--- config.mk ---
export PLATFORM = sky130hd
export DESIGN_NAME = miss_classifier
export DESIGN_NICKNAME = d
export VERILOG_FILES = /design/src/rtl/mc_pkg.sv /design/src/rtl/lru_tags.sv /design/src/rtl/first_touch.sv /design/src/rtl/sat_counter.sv /design/src/rtl/miss_classifier.sv
export SDC_FILE = /design/constraint.sdc
export NUM_CORES = 1
export LEC_CHECK = 0
export ABC_AREA = 1
export BUFFER_PORTS_ARGS = -buffer_cell sky130_fd_sc_hd__buf_2
export CORE_ASPECT_RATIO = 0.8
export CORE_MARGIN = 8
export CORE_UTILIZATION = 56
export DETAILED_ROUTE_END_ITERATION = 10
export PLACE_DENSITY_LB_ADDON = 0.1
export SLEW_MARGIN = 5
export SYNTH_ARGS = -nofsm -noshare
export SYNTH_HDL_FRONTEND = slang
export SYNTH_SLANG_ARGS = --single-unit
--- constraint.sdc ---
create_clock -name clk -period 2.7 [get_ports clk]
set_clock_uncertainty 0.1 [all_clocks]
set_input_delay 0.54 -clock clk [delete_from_list [all_inputs] [get_ports clk]]
set_output_delay 0.54 -clock clk [all_outputs]
set_load 0.05 [all_outputs]
--- src/rtl/mc_pkg.sv ---
package mc_pkg;
  localparam int BLK_OFF = 2;
  localparam int FRAMES  = 4;

  typedef enum logic [1:0] {
    KIND_HIT  = 2'd0,
    KIND_COMP = 2'd1,
    KIND_CAP  = 2'd2,
    KIND_CONF = 2'd3
  } kind_e;

  function automatic int sets_for_mode(input int mode);
    return (mode == 0) ? FRAMES : (mode == 1) ? FRAMES / 2 : 1;
  endfunction

  function automatic kind_e classify(input logic main_hit, input logic seen,
                                     input logic shadow_hit);
    if (main_hit)    return KIND_HIT;
    if (!seen)       return KIND_COMP;
    if (!shadow_hit) return KIND_CAP;
    return KIND_CONF;
  endfunction
endpackage

--- src/rtl/lru_tags.sv ---
module lru_tags #(
  parameter int SETS = 2,
  parameter int WAYS = 2,
  parameter int BA_W = 6
) (
  input  logic            clk,
  input  logic            rst_n,
  input  logic            en,
  input  logic [BA_W-1:0] blk,
  output logic            hit
);
  localparam int FR    = SETS * WAYS;
  localparam int SET_W = (SETS > 1) ? $clog2(SETS) : 1;
  localparam int AGE_W = (WAYS > 1) ? $clog2(WAYS) : 1;
  localparam int WAY_W = AGE_W;

  logic [FR-1:0]    valid_q;
  logic [BA_W-1:0]  tag_q [FR];
  logic [AGE_W-1:0] age_q [FR];

  logic [SET_W-1:0] set_idx;
  int               base;
  logic [WAYS-1:0]  way_hit;
  logic [WAY_W-1:0] hit_way, vic_way, use_way;
  logic [AGE_W-1:0] use_age;

  always_comb begin
    set_idx = SET_W'(blk) & SET_W'(SETS - 1);
    base    = int'(set_idx) * WAYS;
    way_hit = '0;
    hit_way = '0;
    vic_way = '0;
    for (int w = 0; w < WAYS; w++) begin
      if (valid_q[base + w] && tag_q[base + w] == blk) begin
        way_hit[w] = 1'b1;
        hit_way    = WAY_W'(w);
      end
      if (age_q[base + w] == AGE_W'(WAYS - 1)) vic_way = WAY_W'(w);
    end
    hit     = |way_hit;
    use_way = hit ? hit_way : vic_way;
    use_age = age_q[base + int'(use_way)];
  end

  // Ages start as a permutation, so never-filled frames stay the oldest.
  always_ff @(posedge clk or negedge rst_n) begin
    if (!rst_n) begin
      valid_q <= '0;
      for (int f = 0; f < FR; f++) begin
        tag_q[f] <= '0;
        age_q[f] <= AGE_W'(f % WAYS);
      end
    end else if (en) begin
      for (int w = 0; w < WAYS; w++) begin
        if (WAY_W'(w) == use_way) begin
          valid_q[base + w] <= 1'b1;
          tag_q[base + w]   <= blk;
          age_q[base + w]   <= '0;
        end else if (age_q[base + w] < use_age) begin
          age_q[base + w] <= age_q[base + w] + 1'b1;
        end
      end
    end
  end
endmodule

--- src/rtl/first_touch.sv ---
module first_touch #(
  parameter int BA_W = 6
) (
  input  logic            clk,
  input  logic            rst_n,
  input  logic            en,
  input  logic [BA_W-1:0] blk,
  output logic            seen
);
  localparam int BLOCKS = 1 << BA_W;
  logic [BLOCKS-1:0] touched_q;

  assign seen = touched_q[blk];

  always_ff @(posedge clk or negedge rst_n) begin
    if (!rst_n)  touched_q      <= '0;
    else if (en) touched_q[blk] <= 1'b1;
  end
endmodule

--- src/rtl/sat_counter.sv ---
module sat_counter #(
  parameter int W = 16
) (
  input  logic         clk,
  input  logic         rst_n,
  input  logic         inc,
  output logic [W-1:0] value
);
  always_ff @(posedge clk or negedge rst_n) begin
    if (!rst_n)                   value <= '0;
    else if (inc && value != '1)  value <= value + 1'b1;
  end
endmodule

--- src/rtl/miss_classifier.sv ---
module miss_classifier
  import mc_pkg::*;
#(
  parameter int MODE   = 1,
  parameter int ADDR_W = 8,
  parameter int CNT_W  = 16
) (
  input  logic              clk,
  input  logic              rst_n,
  input  logic              req_valid,
  output logic              req_ready,
  input  logic [ADDR_W-1:0] req_addr,
  input  logic              req_write,
  output logic              rsp_valid,
  output logic              rsp_hit,
  output logic [1:0]        rsp_kind,
  output logic [CNT_W-1:0]  cnt_access,
  output logic [CNT_W-1:0]  cnt_hit,
  output logic [CNT_W-1:0]  cnt_comp,
  output logic [CNT_W-1:0]  cnt_cap,
  output logic [CNT_W-1:0]  cnt_conf
);
  localparam int BA_W  = ADDR_W - BLK_OFF;
  localparam int SETS  = sets_for_mode(MODE);
  localparam int WAYS  = FRAMES / SETS;
  localparam int NCNT  = 5;

  function automatic logic [BA_W-1:0] block_of(input logic [ADDR_W-1:0] a);
    return a[ADDR_W-1:BLK_OFF];
  endfunction

  logic [BA_W-1:0] blk;
  logic            take;
  logic            main_hit, shadow_hit, seen_before;
  kind_e           kind_now;
  logic            write_seen;

  assign req_ready  = 1'b1;
  assign take       = req_valid;
  assign blk        = block_of(req_addr);
  // Writes allocate exactly like reads; the flag does not steer anything.
  assign write_seen = req_write;

  lru_tags #(.SETS(SETS), .WAYS(WAYS), .BA_W(BA_W)) u_main (
    .clk(clk), .rst_n(rst_n), .en(take), .blk(blk), .hit(main_hit));

  lru_tags #(.SETS(1), .WAYS(FRAMES), .BA_W(BA_W)) u_shadow (
    .clk(clk), .rst_n(rst_n), .en(take), .blk(blk), .hit(shadow_hit));

  first_touch #(.BA_W(BA_W)) u_seen (
    .clk(clk), .rst_n(rst_n), .en(take), .blk(blk), .seen(seen_before));

  assign kind_now = classify(main_hit, seen_before, shadow_hit);

  always_ff @(posedge clk or negedge rst_n) begin
    if (!rst_n) begin
      rsp_valid <= 1'b0;
      rsp_hit   <= 1'b0;
      rsp_kind  <= 2'd0;
    end else begin
      rsp_valid <= take;
      if (take) begin
        rsp_hit  <= (kind_now == KIND_HIT);
        rsp_kind <= kind_now;
      end
    end
  end

  logic [NCNT-1:0]  inc_vec;
  logic [CNT_W-1:0] cnt_arr [NCNT];

  always_comb begin
    inc_vec[0] = take;
    inc_vec[1] = take && kind_now == KIND_HIT;
    inc_vec[2] = take && kind_now == KIND_COMP;
    inc_vec[3] = take && kind_now == KIND_CAP;
    inc_vec[4] = take && kind_now == KIND_CONF;
  end

  for (genvar i = 0; i < NCNT; i++) begin : g_cnt
    sat_counter #(.W(CNT_W)) u_cnt (
      .clk(clk), .rst_n(rst_n), .inc(inc_vec[i]), .value(cnt_arr[i]));
  end

  assign cnt_access = cnt_arr[0];
  assign cnt_hit    = cnt_arr[1];
  assign cnt_comp   = cnt_arr[2];
  assign cnt_cap    = cnt_arr[3];
  assign cnt_conf   = cnt_arr[4];

  logic unused_ok;
  assign unused_ok = write_seen;
endmodule

# Word-level counts from Yosys, hierarchy flattened
# Cells that the tools add are included.
op_classes:
  n_addsub: 13
  order_cmp: 18
  n_eq_ne: 20
  n_mux: 97
  bitwise: 11
  n_reduce_logical: 24
ops:
  columns: ["cell", "n"]
  rows:
  - ["32-bit by 3-bit greater-or-equal comparator with 1-bit output (second input constant)", 4]
  - ["24-bit 2-to-1 mux", 4]
  - ["16-bit by 1-bit adder with 16-bit output (second input constant)", 5]
  - ["16-bit != test (second input constant)", 5]
  - ["32-bit by 1-bit < comparator with 1-bit output (second input constant)", 2]
  - ["2-bit inverter with 32-bit output", 2]
  - ["32-bit inverter", 2]
  - ["64-bit OR", 1]
  - ["6-bit 2-to-1 mux", 9]
  - ["24-bit bitwise mux", 2]
  - ["4-bit 2-to-1 mux", 11]
  - ["6-bit equality test", 6]
  - ["1-bit 2-to-1 mux", 33]
  - ["32-bit by 1-bit greater-or-equal comparator with 1-bit output (second input constant)", 1]
  - ["32-bit by 4-bit < comparator with 1-bit output (second input constant)", 1]
  - ["2-bit 2-to-1 mux", 16]
  - ["6-bit binary-select mux with 2-bit select", 2]
  - ["6-bit demux with 2-bit select", 2]
  - ["1-bit logical AND", 20]
  - ["18-bit 2-to-1 mux", 1]
  - ["8-bit 2-to-1 mux", 2]
  - ["12-bit 2-to-1 mux", 1]
  - ["2-bit equality test (second input constant)", 5]
  - ["2-bit by 1-bit adder with 2-bit output (second input constant)", 4]
  - ["other kinds (27)", 42]
totals:
  reg_bits: 216
  in_bits: 12
  out_inout_bits: 85
  word_cells: 210

# Depth between registers and ports, before layout
# Gate-level depths: netlist of run 1.
logic_depth:
  word_depth: 22
  depth_mapped: 19
  mapped_depth_nobuf: 18

# Cells and area by module
# Synthesis of run 1 repeated with hierarchy kept, for this count alone.
unflattened:
  hier_cells: 1734
  hier_area_um2: 12535.8
modules_own_cells:
  columns: ["mod", "n_inst", "cells_each", "area_each_um2", "seq_area_each_um2"]
  rows:
  - ["sat_counter at g_cnt[0].u_cnt ...", 4, 149, 1058.5, 400.4]
  - ["first_touch", 1, 360, 3044.2, 1601.5]
  - ["lru_tags at u_shadow", 1, 365, 2364.8, 905.9]
  - ["lru_tags at u_main", 1, 226, 1639.1, 778.2]
  - ["sat_counter at g_cnt[4].u_cnt", 1, 163, 1069.8, 400.4]
  - ["miss_classifier", 1, 24, 183.9, 100.1]

# Least setup slack after synthesis of run 1
# OpenSTA, ideal clock, no wires.
synth_timing:
  path_kind: "register to register"
  from: "reg g_cnt[2].u_cnt.value[0]"
  to: "reg g_cnt[2].u_cnt.value[14]"
  setup_ps: 67
  arrival_ps: 2385
  required_time_ps: 2533
  setup_slack_ps: 147
  stages_incl_launch_ff: 11
  path_buffers: 1
  period_less_slack_ps: 2553
  cell_sequence: "dfrtp_1 > ha_1 > nand3_1 > nor2_1 > nand2_1 > nor3_1 > inv_1 > o21ai_2 > clkbuf_1 > o21ai_0 > nand2_1"
synth_via:
  elab_chain_len: 2
  elab_cells_between_ends: 3
  classes_between: "add/sub (1); eq/ne (1); reduce/logical (1)"
synth_lines:
  columns: ["element", "line_no", "rtl"]
  rows:
  - ["start, declared", "sat_counter.sv:7", "output logic [W-1:0] value"]
  - ["start signal, assigned", "sat_counter.sv:11", "else if (inc && value != '1) value <= value + 1'b1;"]
  - ["branches (longest 2 deep; another with 16-bit by 1-bit adder with 16-bit output)", null, null]
# Parallel ways; which one is timed is not known.
# A chain may end at the register's enable or synchronous reset.

# Worst setup path after layout of run 1
layout_timing:
  from: "reg g_cnt[0].u_cnt.value[0]"
  to: "reg g_cnt[0].u_cnt.value[13]"
layout_via:
  elab_chain_len: 2
  elab_cells_between_ends: 3
  classes_between: "add/sub (1); eq/ne (1); reduce/logical (1)"
layout_lines:
  columns: ["element", "line_no"]
  rows:
  - ["start, declared", "sat_counter.sv:7"]
  - ["start signal, assigned", "sat_counter.sv:11"]
  - ["branches (longest 2 deep; another with 16-bit by 1-bit adder with 16-bit output)", null]
# Parallel ways; which one is timed is not known.

==> summary.md, run 1 <==
| Metric | Value |
|---|---|
| Status | `completed` |
| Switching Fraction | `37.70%` |
| Worst reg-to-reg path cell count | `12` |
| Max clock buf depth | `3` |
| Adder-cell share of the synthesized area | `0.8927%` |
| Sequential power share | `37.3%` |
| Main combinational cell family by area after synthesis | `simple AND/OR/NAND/NOR gates` |
| Drt initial violations | `663` |
| Skew-Pair Late Insertion Delay | `0.52 ns` |
| Ys async rst share | `100.0%` |
| Final #Nets | `1571` |
| Hold Crit Depth | `3` |
| Simple-Gate Fraction of Synth Area | `26.71%` |
| Die area | `0.02484 mm^2` |
| CP max stage cell | `dfrtp_1` |
| Relative slew slack | `65.60%` |
| RSZ-0062 raised after global routing | `false` |
| Num rows | `46` |
| CTS root buf | `clkbuf_16` |
| Crit start category | `flip-flop` |
| Routed length on met2 | `12430 um` |
| Synth cell types | `40` |
| Effective utilization at floorplan | `56.80%` |
| Final Hold Fails | `0` |
| Post-CTS Resized | `0` |
| Final Cycle Share | `87.80%` |
| Fraction of synthesized area in multiplexers | `0%` |
| Antenna cells | `0` |
| Synth warn | `0` |
| Total CTS buffers | `24` |
| CTS sink count | `215` |
| Cell count after synthesis | `1380` |
| Synth Flop Type | `dfrtp_1` |
| Die height | `142.6 um` |
| Via/cell ratio | `5.315` |
| Critical Path Max Stage Delay | `0.40 ns` |
| Net count after synthesis | `1400` |
| TritonCTS clock tree | `built` |
| CP dominant cell by count | `nor2_1` |
| WHS | `0.2947 ns` |
| Compound-Gate Fraction of Synth Area | `10.70%` |
| # port buffers | `92` |
| Fillers | `1612` |
| Top fanout value on the critical path | `4` |
| Max Cap Viol | `0` |
| Final min period | `2.371 ns` |
| Remaining Overflow, GRT | `0` |
| Required @ worst endpoint | `2.99 ns` |
| Tot GR Track Use | `22.55%` |
| Comb pwr share | `34.0%` |
| Clk slew on worst S/H paths | `0.06 ns` |
| Core area | `0.01974 mm^2` |
| Initial antenna violation count | `0` |
| Slew @ Worst Pin | `0.5160 ns` |
| EDFF count, synth | `0` |
| Post-synthesis sequential area ratio | `48.05%` |
| DRT met1 WL | `13500 um` |
| Top sig layer | `met4` |
| Clock power share | `28.8%` |
| Post-synthesis xor/xnor area fraction | `6.249%` |
| Worst setup EP type | `flip-flop` |
| Final ANT Viol Nets | `0` |
| Largest net degree at the start of global routing | `65` |
| IO Pins | `97` |
| Die width | `174.2 um` |
| Synthesized area | `0.01121 mm^2` |
| H-tree Lvls | `1` |
| Fmax | `421.8 MHz` |
| #FFs+latches synth | `215` |
| Routed wire length on met3 | `1413 um` |
| Setup violations, final | `0` |
| Vias in the first global route | `9469` |
| Area Overhead vs Synth | `20.34%` |
| PwrDens | `905.1 mW/mm^2` |
| Arrival time at the worst endpoint | `2.66 ns` |
| Avg Inst Size Synth | `8.126 um^2` |
| WL final | `27750 um` |
| Dpl hpwl | `19410 um` |
| Vias | `9737` |
| TritonRoute pass-1 iters | `5` |
| Peak VDD IR | `0.6741 mV` |
| Setup Crit Path Kind | `reg2reg` |
| Postcts setup bufs | `0` |
| Finished Core Util | `68.35%` |
| Share of layout cells above drive strength 1 | `17.41%` |
| # DRC | `0` |
| Switch Pwr | `0.004605 W` |
| Max-slew violations | `0` |
| CP Cell Sequence | `ha_1 > nand3_1 > nor2_1 > inv_1 > nor3_1 > a21oi_1 > nand2_1 > nor2_1 > nand2_1 > nor2_1 > nand4_1 > xnor2_1` |
| Routability cong. | `0.9133` |
| WL per Instance | `15.15 um` |
| HP Class | `in2reg` |
| First-pass GRT wire length | `47310 um` |
| P_int | `0.007609 W` |
| Leakage | `6.772 nW` |
==> layout make-up <==
class | count | area [um^2] | share of cell area [%]
flip-flops and latches | 215 | 5388 | 39.93
clock buffers | 36 | 725.7 | 5.378
well taps | 264 | 330.3 | 2.448
clock inverters | 7 | 132.6 | 0.9828
inverters | 155 | 581.8 | 4.312
repair buffers | 187 | 1336 | 9.903
multi-input cells | 968 | 5000 | 37.05
==> registers in the layout (all words and copies together) (netlist names) <==
signal and count:
g_cnt.u_cnt.value 80, u_shadow.valid_q 4, rsp_kind 2, u_shadow.tag_q 24, u_main.age_q 4, u_main.valid_q 4, u_main.tag_q 23, rsp_hit 1
u_shadow.age_q 8, u_seen.touched_q 64, rsp_valid 1
==> worst paths after layout <==
kind                                    startpoint                       end  slack (ns)
max in group asynchronous                    rst_n           u_main.age_q[0]        1.37
hold / removal                         req_addr[6]        u_shadow.tag_q[22]        0.29
setup reg to reg           g_cnt[0].u_cnt.value[0]  g_cnt[0].u_cnt.value[13]        0.33
min in group asynchronous                    rst_n         u_main.valid_q[3]        0.44
hold reg to reg                  u_main.valid_q[2]         u_main.valid_q[2]        0.35
setup / recovery           g_cnt[0].u_cnt.value[0]  g_cnt[0].u_cnt.value[13]        0.33
==> cell usage after synthesis, types with 2 or more instances <==
master	instances	area, um^2
o22ai_1	30	187.7
nand3_1	87	435.4
nand2_2	5	31.28
xor2_1	55	481.7
clkbuf_1	10	37.54
buf_2	18	90.09
nor3_1	39	195.2
nand4_1	40	250.2
buf_4	7	52.55
inv_2	7	26.28
o21ai_2	4	35.03
dfrtp_1	209	5230
nand2_1	389	1460
o21ai_0	65	325.3
nor2_2	7	43.79
o21bai_1	58	435.4
nor2_4	4	45.04
buf_6	5	56.30
o211ai_1	5	37.54
or2_2	3	18.77
clkinv_1	2	7.510
nor4_1	8	50.05
nand3_2	8	80.08
o21ai_1	16	80.08
ha_1	8	100.1
nor2_1	91	341.6
xnor2_1	25	219.0
buf_1	2	7.510
inv_1	146	548.0
dfstp_2	6	157.7
a21oi_1	12	60.06
==> repair_timing <==
| action | in CTS | in global routing |
|---|---|---|
| hold buffers | 1 | 0 |
| hold endpoints to repair | 59 | 0 |
| setup endpoints to repair | 0 | 0 |
==> power groups by stage <==
stage / registers (W) / logic [W] / clock network (W)
6_report: 0.00455 / 0.00415 / 0.00351
5_1_grt: 0.00465 / 0.00468 / 0.00370
3_5_place_dp: 0.00458 / 0.00414 / 0
4_1_cts: 0.00455 / 0.00417 / 0.00356
2_1_floorplan: 0.00508 / 0.00237 / 0
3_3_place_gp: 0.00456 / 0.00403 / 0
==> logic make-up (layout without fill, tap and decap cells) <==
kind of cell	Yosys count	after routing
AOI/OAI and AO/OA	194	194
xor gates and xnor gates	80	80
adders and majority gates	8	8
buffers and inverters	197	385
DFF	215	215
other	1	1
and+or+nand+nor	685	685
==> cells in the final DEF, fill, tap and decap left out, drive strengths merged, types with 14 or more instances in the layout <==
master / synthesis / final
a21oi: 14 / 14
buf: 32 / 186
clkbuf: 10 / 36
dfrtp: 209 / 209
inv: 153 / 153
nand2: 395 / 395
nand3: 96 / 96
nand4: 40 / 40
nor2: 102 / 102
nor3: 39 / 39
o21ai: 85 / 85
o21bai: 58 / 58
o22ai: 30 / 30
xnor2: 25 / 25
xor2: 55 / 55
==> worst max-delay path, delay by kind of cell, from the launching register on <==
kind                     cells  cell delay [ns]
adder cells (fa/ha/maj)      1             0.22
AO/OA/AOI/OAI                1             0.22
AND/OR/NAND/NOR              8             1.06
flip-flops                   1             0.40
XOR/XNOR                     1             0.17
buffers and inverters        1             0.07
==> routing by layer <==
layer	track usage [%]	up-vias
li1	-	4826
met1	32.67	4618
met2	35.15	260
met3	3.421	33
met4	5.164	0
met5	0	-
==> stage by stage <==
step                      power, W  TNS [ns]  instances  setup slack [ns]  instance area, um^2
after detailed placement  0.008718    -7.166       1788           -0.1689                12630
after global routing       0.01304         0       1832           0.07161                13490
after floorplan           0.007449         0       1380            0.1472                11210
after global placement    0.008591    -4.230       1788           -0.1214                12630
after CTS                  0.01227         0       1832            0.3059                13490
final                      0.01221         0       1832            0.3294                13490
Note: power is estimated with default switching activity, not from simulation.
==> run 2, diff against run 1 <==
CTS_BUF_LIST = sky130_fd_sc_hd__clkbuf_16   (was unset)
==> summary.md, run 2 (synthesis gave the netlist of run 1 again) <==
| Metric | Value |
|---|---|
| Status | `completed` |
| Die area | `0.02484 mm^2` |
| # DRC | `0` |
| Num rows | `46` |
| Final ANT Viol Nets | `0` |
| Setup Crit Path Kind | `reg2reg` |
| WL per Instance | `15.11 um` |
| Setup violations, final | `0` |
| Arrival time at the worst endpoint | `2.67 ns` |
| Antenna cells | `0` |
| HP Class | `in2reg` |
| CTS root buf | `clkbuf_16` |
| # port buffers | `92` |
| Dpl hpwl | `19410 um` |
| Die height | `142.6 um` |
| Skew-Pair Late Insertion Delay | `0.52 ns` |
| Max clock buf depth | `3` |
| Area Overhead vs Synth | `19.63%` |
| TritonCTS clock tree | `built` |
| Routability cong. | `0.9133` |
| Max-slew violations | `0` |
| Vias in the first global route | `9440` |
| RSZ-0062 raised after global routing | `false` |
| CTS sink count | `215` |
| Clk slew on worst S/H paths | `0.06 ns` |
| Max reg flops | `80` |
| Switching Fraction | `38.33%` |
| Tot Pwr | `0.01194 W` |
| Largest net degree at the start of global routing | `65` |
| Final min period | `2.372 ns` |
| Peak VDD IR | `0.6173 mV` |
| Top fanout value on the critical path | `4` |
| H-tree Lvls | `1` |
| Clock power share | `27.2%` |
| WL final | `27680 um` |
| Placed insts | `1788` |
| First-pass GRT wire length | `47130 um` |
| Slew @ Worst Pin | `0.5107 ns` |
| Leading cell type in the layout, fill and taps excluded | `nand2_1` |
| IO Pins | `97` |
| Effective utilization at floorplan | `56.80%` |
| Total CTS buffers | `24` |
| Final Cycle Share | `87.87%` |
| Tot GR Track Use | `22.43%` |
| Commonest cells after routing, fill and taps aside | `nand2_1, dfrtp_1, inv_1` |
| FF/Latch Area | `0.005388 mm^2` |
| Fillers | `1632` |
| Vias | `9711` |
| Via/cell ratio | `5.301` |
| Initial antenna violation count | `0` |
| Leakage | `6.743 nW` |
| Required @ worst endpoint | `2.99 ns` |
| Crit start category | `flip-flop` |
| Sequential power share | `38.1%` |
| Postcts setup bufs | `0` |
| P_int | `0.007365 W` |
| PwrDens | `890.2 mW/mm^2` |
| Biggest regs | `g_cnt.u_cnt.value x80, u_seen.touched_q x64, u_shadow.tag_q x24` |
| Comb pwr share | `34.6%` |
| Worst setup EP type | `flip-flop` |
| Share of layout cells above drive strength 1 | `16.90%` |
| Drt initial violations | `709` |
| Multi-input gate area | `0.005000 mm^2` |
| Top reg by flops | `g_cnt.u_cnt.value` |
| Finished Layout Cells | `1832` |
| Max Cap Viol | `0` |
| Final Hold Fails | `0` |
| Fmax | `421.5 MHz` |
| Remaining Overflow, GRT | `0` |
| TritonRoute pass-1 iters | `7` |
| Switch Pwr | `0.004577 W` |
| Final #Nets | `1571` |
| Die width | `174.2 um` |
| Relative slew slack | `65.95%` |
| Core area | `0.01974 mm^2` |
-- run 2: layer usage --
metal / GRT usage [%] / wire [um] / vias up / share of wire, %
met3: 3.500 / 1377 / 35 / 5.0
met2: 34.89 / 12320 / 244 / 45
met1: 32.44 / 13550 / 4608 / 49
met4: 5.254 / 432 / 0 / 1.6
li1: - / - / 4824 / -
met5: 0 / 0 / - / 0
-- run 2: final timing paths --
| kind | startpoint | endpoint | slack, ns | cells after the start |
|---|---|---|---|---|
| worst max-delay path | g_cnt[0].u_cnt.value[0] | g_cnt[0].u_cnt.value[13] | 0.33 | 12 |
| max in group asynchronous | rst_n | u_seen.touched_q[46] | 1.35 | 3 |
| worst max register to register | g_cnt[0].u_cnt.value[0] | g_cnt[0].u_cnt.value[13] | 0.33 | 12 |
| worst min-delay path | req_addr[6] | u_shadow.tag_q[22] | 0.29 | 3 |
| worst min register to register | u_main.valid_q[0] | u_main.valid_q[0] | 0.35 | 2 |
| min in group asynchronous | rst_n | u_main.valid_q[3] | 0.45 | 2 |
-- run 2: worst max-delay path, stage by stage (launching register included) --
cell and delay [ns]:
dfrtp_1 0.40, ha_1 0.22, nand3_1 0.10, nor2_1 0.05, inv_1 0.07, nor3_1 0.06, a21oi_1 0.22, nand2_1 0.14
nor2_1 0.18, nand2_1 0.11, nor2_1 0.26, nand4_1 0.16, xnor2_1 0.17
-- run 2: what timing repair did --
item	4_1_cts	5_1_grt
hold endpoints to repair	59	0
hold buffers	1	0
gates resized for setup	0	0
-- run 2: power groups by stage --
| stage | registers (W) | clock network [W] | logic (W) |
|---|---|---|---|
| floorplan | 0.00508 | 0 | 0.00237 |
| global placement | 0.00456 | 0 | 0.00403 |
| detailed placement | 0.00458 | 0 | 0.00414 |
| CTS | 0.00454 | 0.00330 | 0.00416 |
| global route | 0.00465 | 0.00344 | 0.00468 |
| finish | 0.00455 | 0.00325 | 0.00414 |
-- run 2: per-stage QoR --
stage / area, um^2 / util [%] / setup slack (ns) / TNS (ns) / hold slack [ns]
6_report: 13410 / 67.95 / 0.3275 / 0 / 0.2929
3_3_place_gp: 12630 / 63.96 / -0.1214 / -4.230 / 0.3331
4_1_cts: 13410 / 67.95 / 0.3059 / 0 / 0.2829
2_1_floorplan: 11210 / - / 0.1472 / 0 / 0.1444
5_1_grt: 13410 / 67.95 / 0.07161 / 0 / 0.3378
3_5_place_dp: 12630 / 63.96 / -0.1689 / -7.166 / 0.3357
-- run 2: cell type report --
cell class              instances  area share (%)
clock inverters                19           1.325
clock buffers                  24           4.477
multi-input cells             968           37.27
well taps                     264           2.462
repair buffers                187           9.962
inverters                     155           4.337
flip-flops and latches        215           40.16
==> run 3, diff against run 2 <==
GPL_TIMING_DRIVEN = 0   (was unset)
PLACE_DENSITY = 0.73   (was unset)
PLACE_DENSITY_LB_ADDON = unset   (was 0.1)
==> summary.md, run 3 (synthesis gave the netlist of run 1 again) <==
| Metric | Value |
|---|---|
| Via/cell ratio | `5.387` |
| Failing checks | `hold timing` |
| Effective utilization at floorplan | `56.80%` |
| Largest delay share family, worst path | `simple AND/OR/NAND/NOR gates` |
| Total CTS buffers | `23` |
| Arrival time at the worst endpoint | `2.79 ns` |
| Worst reg-to-reg path cell count | `11` |
| Relative slew slack | `46.59%` |
| Vias in the first global route | `9160` |
| IO Pins | `97` |
| Design Area, Final | `0.01281 mm^2` |
| Clk slew on worst S/H paths | `0.06 ns` |
| CP max stage cell | `buf_2` |
| Max Cap Viol | `0` |
| Largest net degree at the start of global routing | `112` |
| # port buffers | `90` |
| PwrDens | `899.1 mW/mm^2` |
| # DRC | `0` |
| Final ANT Viol Nets | `0` |
| Worst setup EP type | `flip-flop` |
| WL per Instance | `15.62 um` |
| Drt initial violations | `793` |
| Skew-Pair Late Insertion Delay | `0.52 ns` |
| WHS | `-0.05648 ns` |
| WP buf/inv | `4` |
| Max reg flops | `80` |
| Biggest regs | `g_cnt.u_cnt.value x80, u_seen.touched_q x64, u_shadow.tag_q x24` |
| Leakage | `6.387 nW` |
| Die height | `142.6 um` |
| Top fanout value on the critical path | `10` |
| Final Cycle Share | `92.65%` |
| HP Class | `in2async` |
| Hold_buf cts | `0` |
| Num rows | `46` |
| Post-CTS Resized | `1` |
| H-tree Lvls | `1` |
| Critical Path Max Stage Delay | `0.30 ns` |
| Dpl hpwl | `19130 um` |
| TritonRoute pass-1 iters | `7` |
| Setup violations, final | `0` |
| CTS root buf | `clkbuf_16` |
| Status | `finished with violations` |
| Die area | `0.02484 mm^2` |
| Core area | `0.01974 mm^2` |
| Max-slew violations | `0` |
| First-pass GRT wire length | `46400 um` |
| Finished Core Util | `64.91%` |
| Final min period | `2.502 ns` |
| Cell Area, Placed | `0.01203 mm^2` |
| CP dominant cell by count | `nand2_1` |
| Crit start category | `input port` |
| Peak VDD IR | `0.6872 mV` |
| Fmax | `399.8 MHz` |
| Share of layout cells above drive strength 1 | `14.01%` |
| Area Overhead vs Synth | `14.27%` |
| Required @ worst endpoint | `2.99 ns` |
| Top reg by flops | `g_cnt.u_cnt.value` |
| Leading cell type in the layout, fill and taps excluded | `nand2_1` |
| Die width | `174.2 um` |
| Postcts setup bufs | `0` |
| Max clock buf depth | `3` |
| Slew @ Worst Pin | `0.8011 ns` |
| WL final | `27750 um` |
| Commonest cells after routing, fill and taps aside | `nand2_1, dfrtp_1, inv_1` |
| Final Hold Fails | `38` |
| Tot GR Track Use | `22.50%` |
| Antenna cells | `0` |
| TritonCTS clock tree | `built` |
| Setup Crit Path Kind | `in2reg` |
| Initial antenna violation count | `0` |
| Remaining Overflow, GRT | `0` |
| Routability cong. | `0.9028` |
| CP Cell Sequence | `buf_2 > inv_2 > buf_2 > nand2_1 > nand2_1 > nand2_1 > nor2_1 > nand2_1 > a21oi_4 > nand2_2 > nor2_1 > nand2_1 > buf_2 > nand2_1 > o21ai_1` |
| CTS sink count | `215` |
| Vias | `9572` |
| Fillers | `1704` |
| Final #Nets | `1516` |
| Critical path depth | `15` |
==> run 3: per-layer routing <==
metal	routed length, um	vias up	GRT usage (%)
met5	0	-	0
met4	697	0	6.870
met3	2009	61	4.720
met2	11700	309	33.19
met1	13340	4480	32.67
li1	-	4722	-
==> run 3: area by class of cell <==
| cell class | count | area (um^2) | area share (%) |
|---|---|---|---|
| Sequential cell | 215 | 5388 | 42.05 |
| Buffer | 42 | 250.2 | 1.953 |
| Timing Repair Buffer | 91 | 488.0 | 3.808 |
| Clock buffer | 23 | 575.6 | 4.492 |
| Multi-Input combinational cell | 968 | 5029 | 39.24 |
| Tap cell | 264 | 330.3 | 2.578 |
| Inverter | 155 | 584.3 | 4.560 |
| Clock inverter | 19 | 168.9 | 1.318 |
==> run 3: per-stage QoR <==
step                      setup WS [ns]  power, W  cells  setup TNS [ns]  hold slack, ns
after detailed placement        -0.4703  0.008393   1735          -30.65          0.3369
after global routing          -0.006607   0.01232   1777       -0.006607         0.01442
after global placement           -2.684  0.008269   1734         -591.97          0.3340
final                            0.1984   0.01152   1777               0        -0.05648
after CTS                       0.04506   0.01155   1777               0        0.005383
after floorplan                  0.1472  0.007449   1380               0          0.1444
==> run 3: worst paths after layout <==
| path | slack [ns] | end | start |
|---|---|---|---|
| max | 0.20 | u_shadow.tag_q[20] | req_addr[6] |
| min | -0.06 | u_seen.touched_q[9] | rst_n |
| max reg2reg | 0.23 | g_cnt[2].u_cnt.value[7] | g_cnt[2].u_cnt.value[0] |
| min reg2reg | 0.35 | u_shadow.valid_q[0] | u_shadow.valid_q[0] |
| max in group asynchronous | 1.55 | u_shadow.age_q[1] | rst_n |
| min in group clk | 0.05 | rsp_valid | req_valid |
==> run 3: power breakdown <==
part	internal (W)	total, W	switching (W)
logic	0.00122	0.00382	0.00260
registers	0.00397	0.00456	0.000590
clock network	0.00184	0.00314	0.00130
total	0.00703	0.0115	0.00449
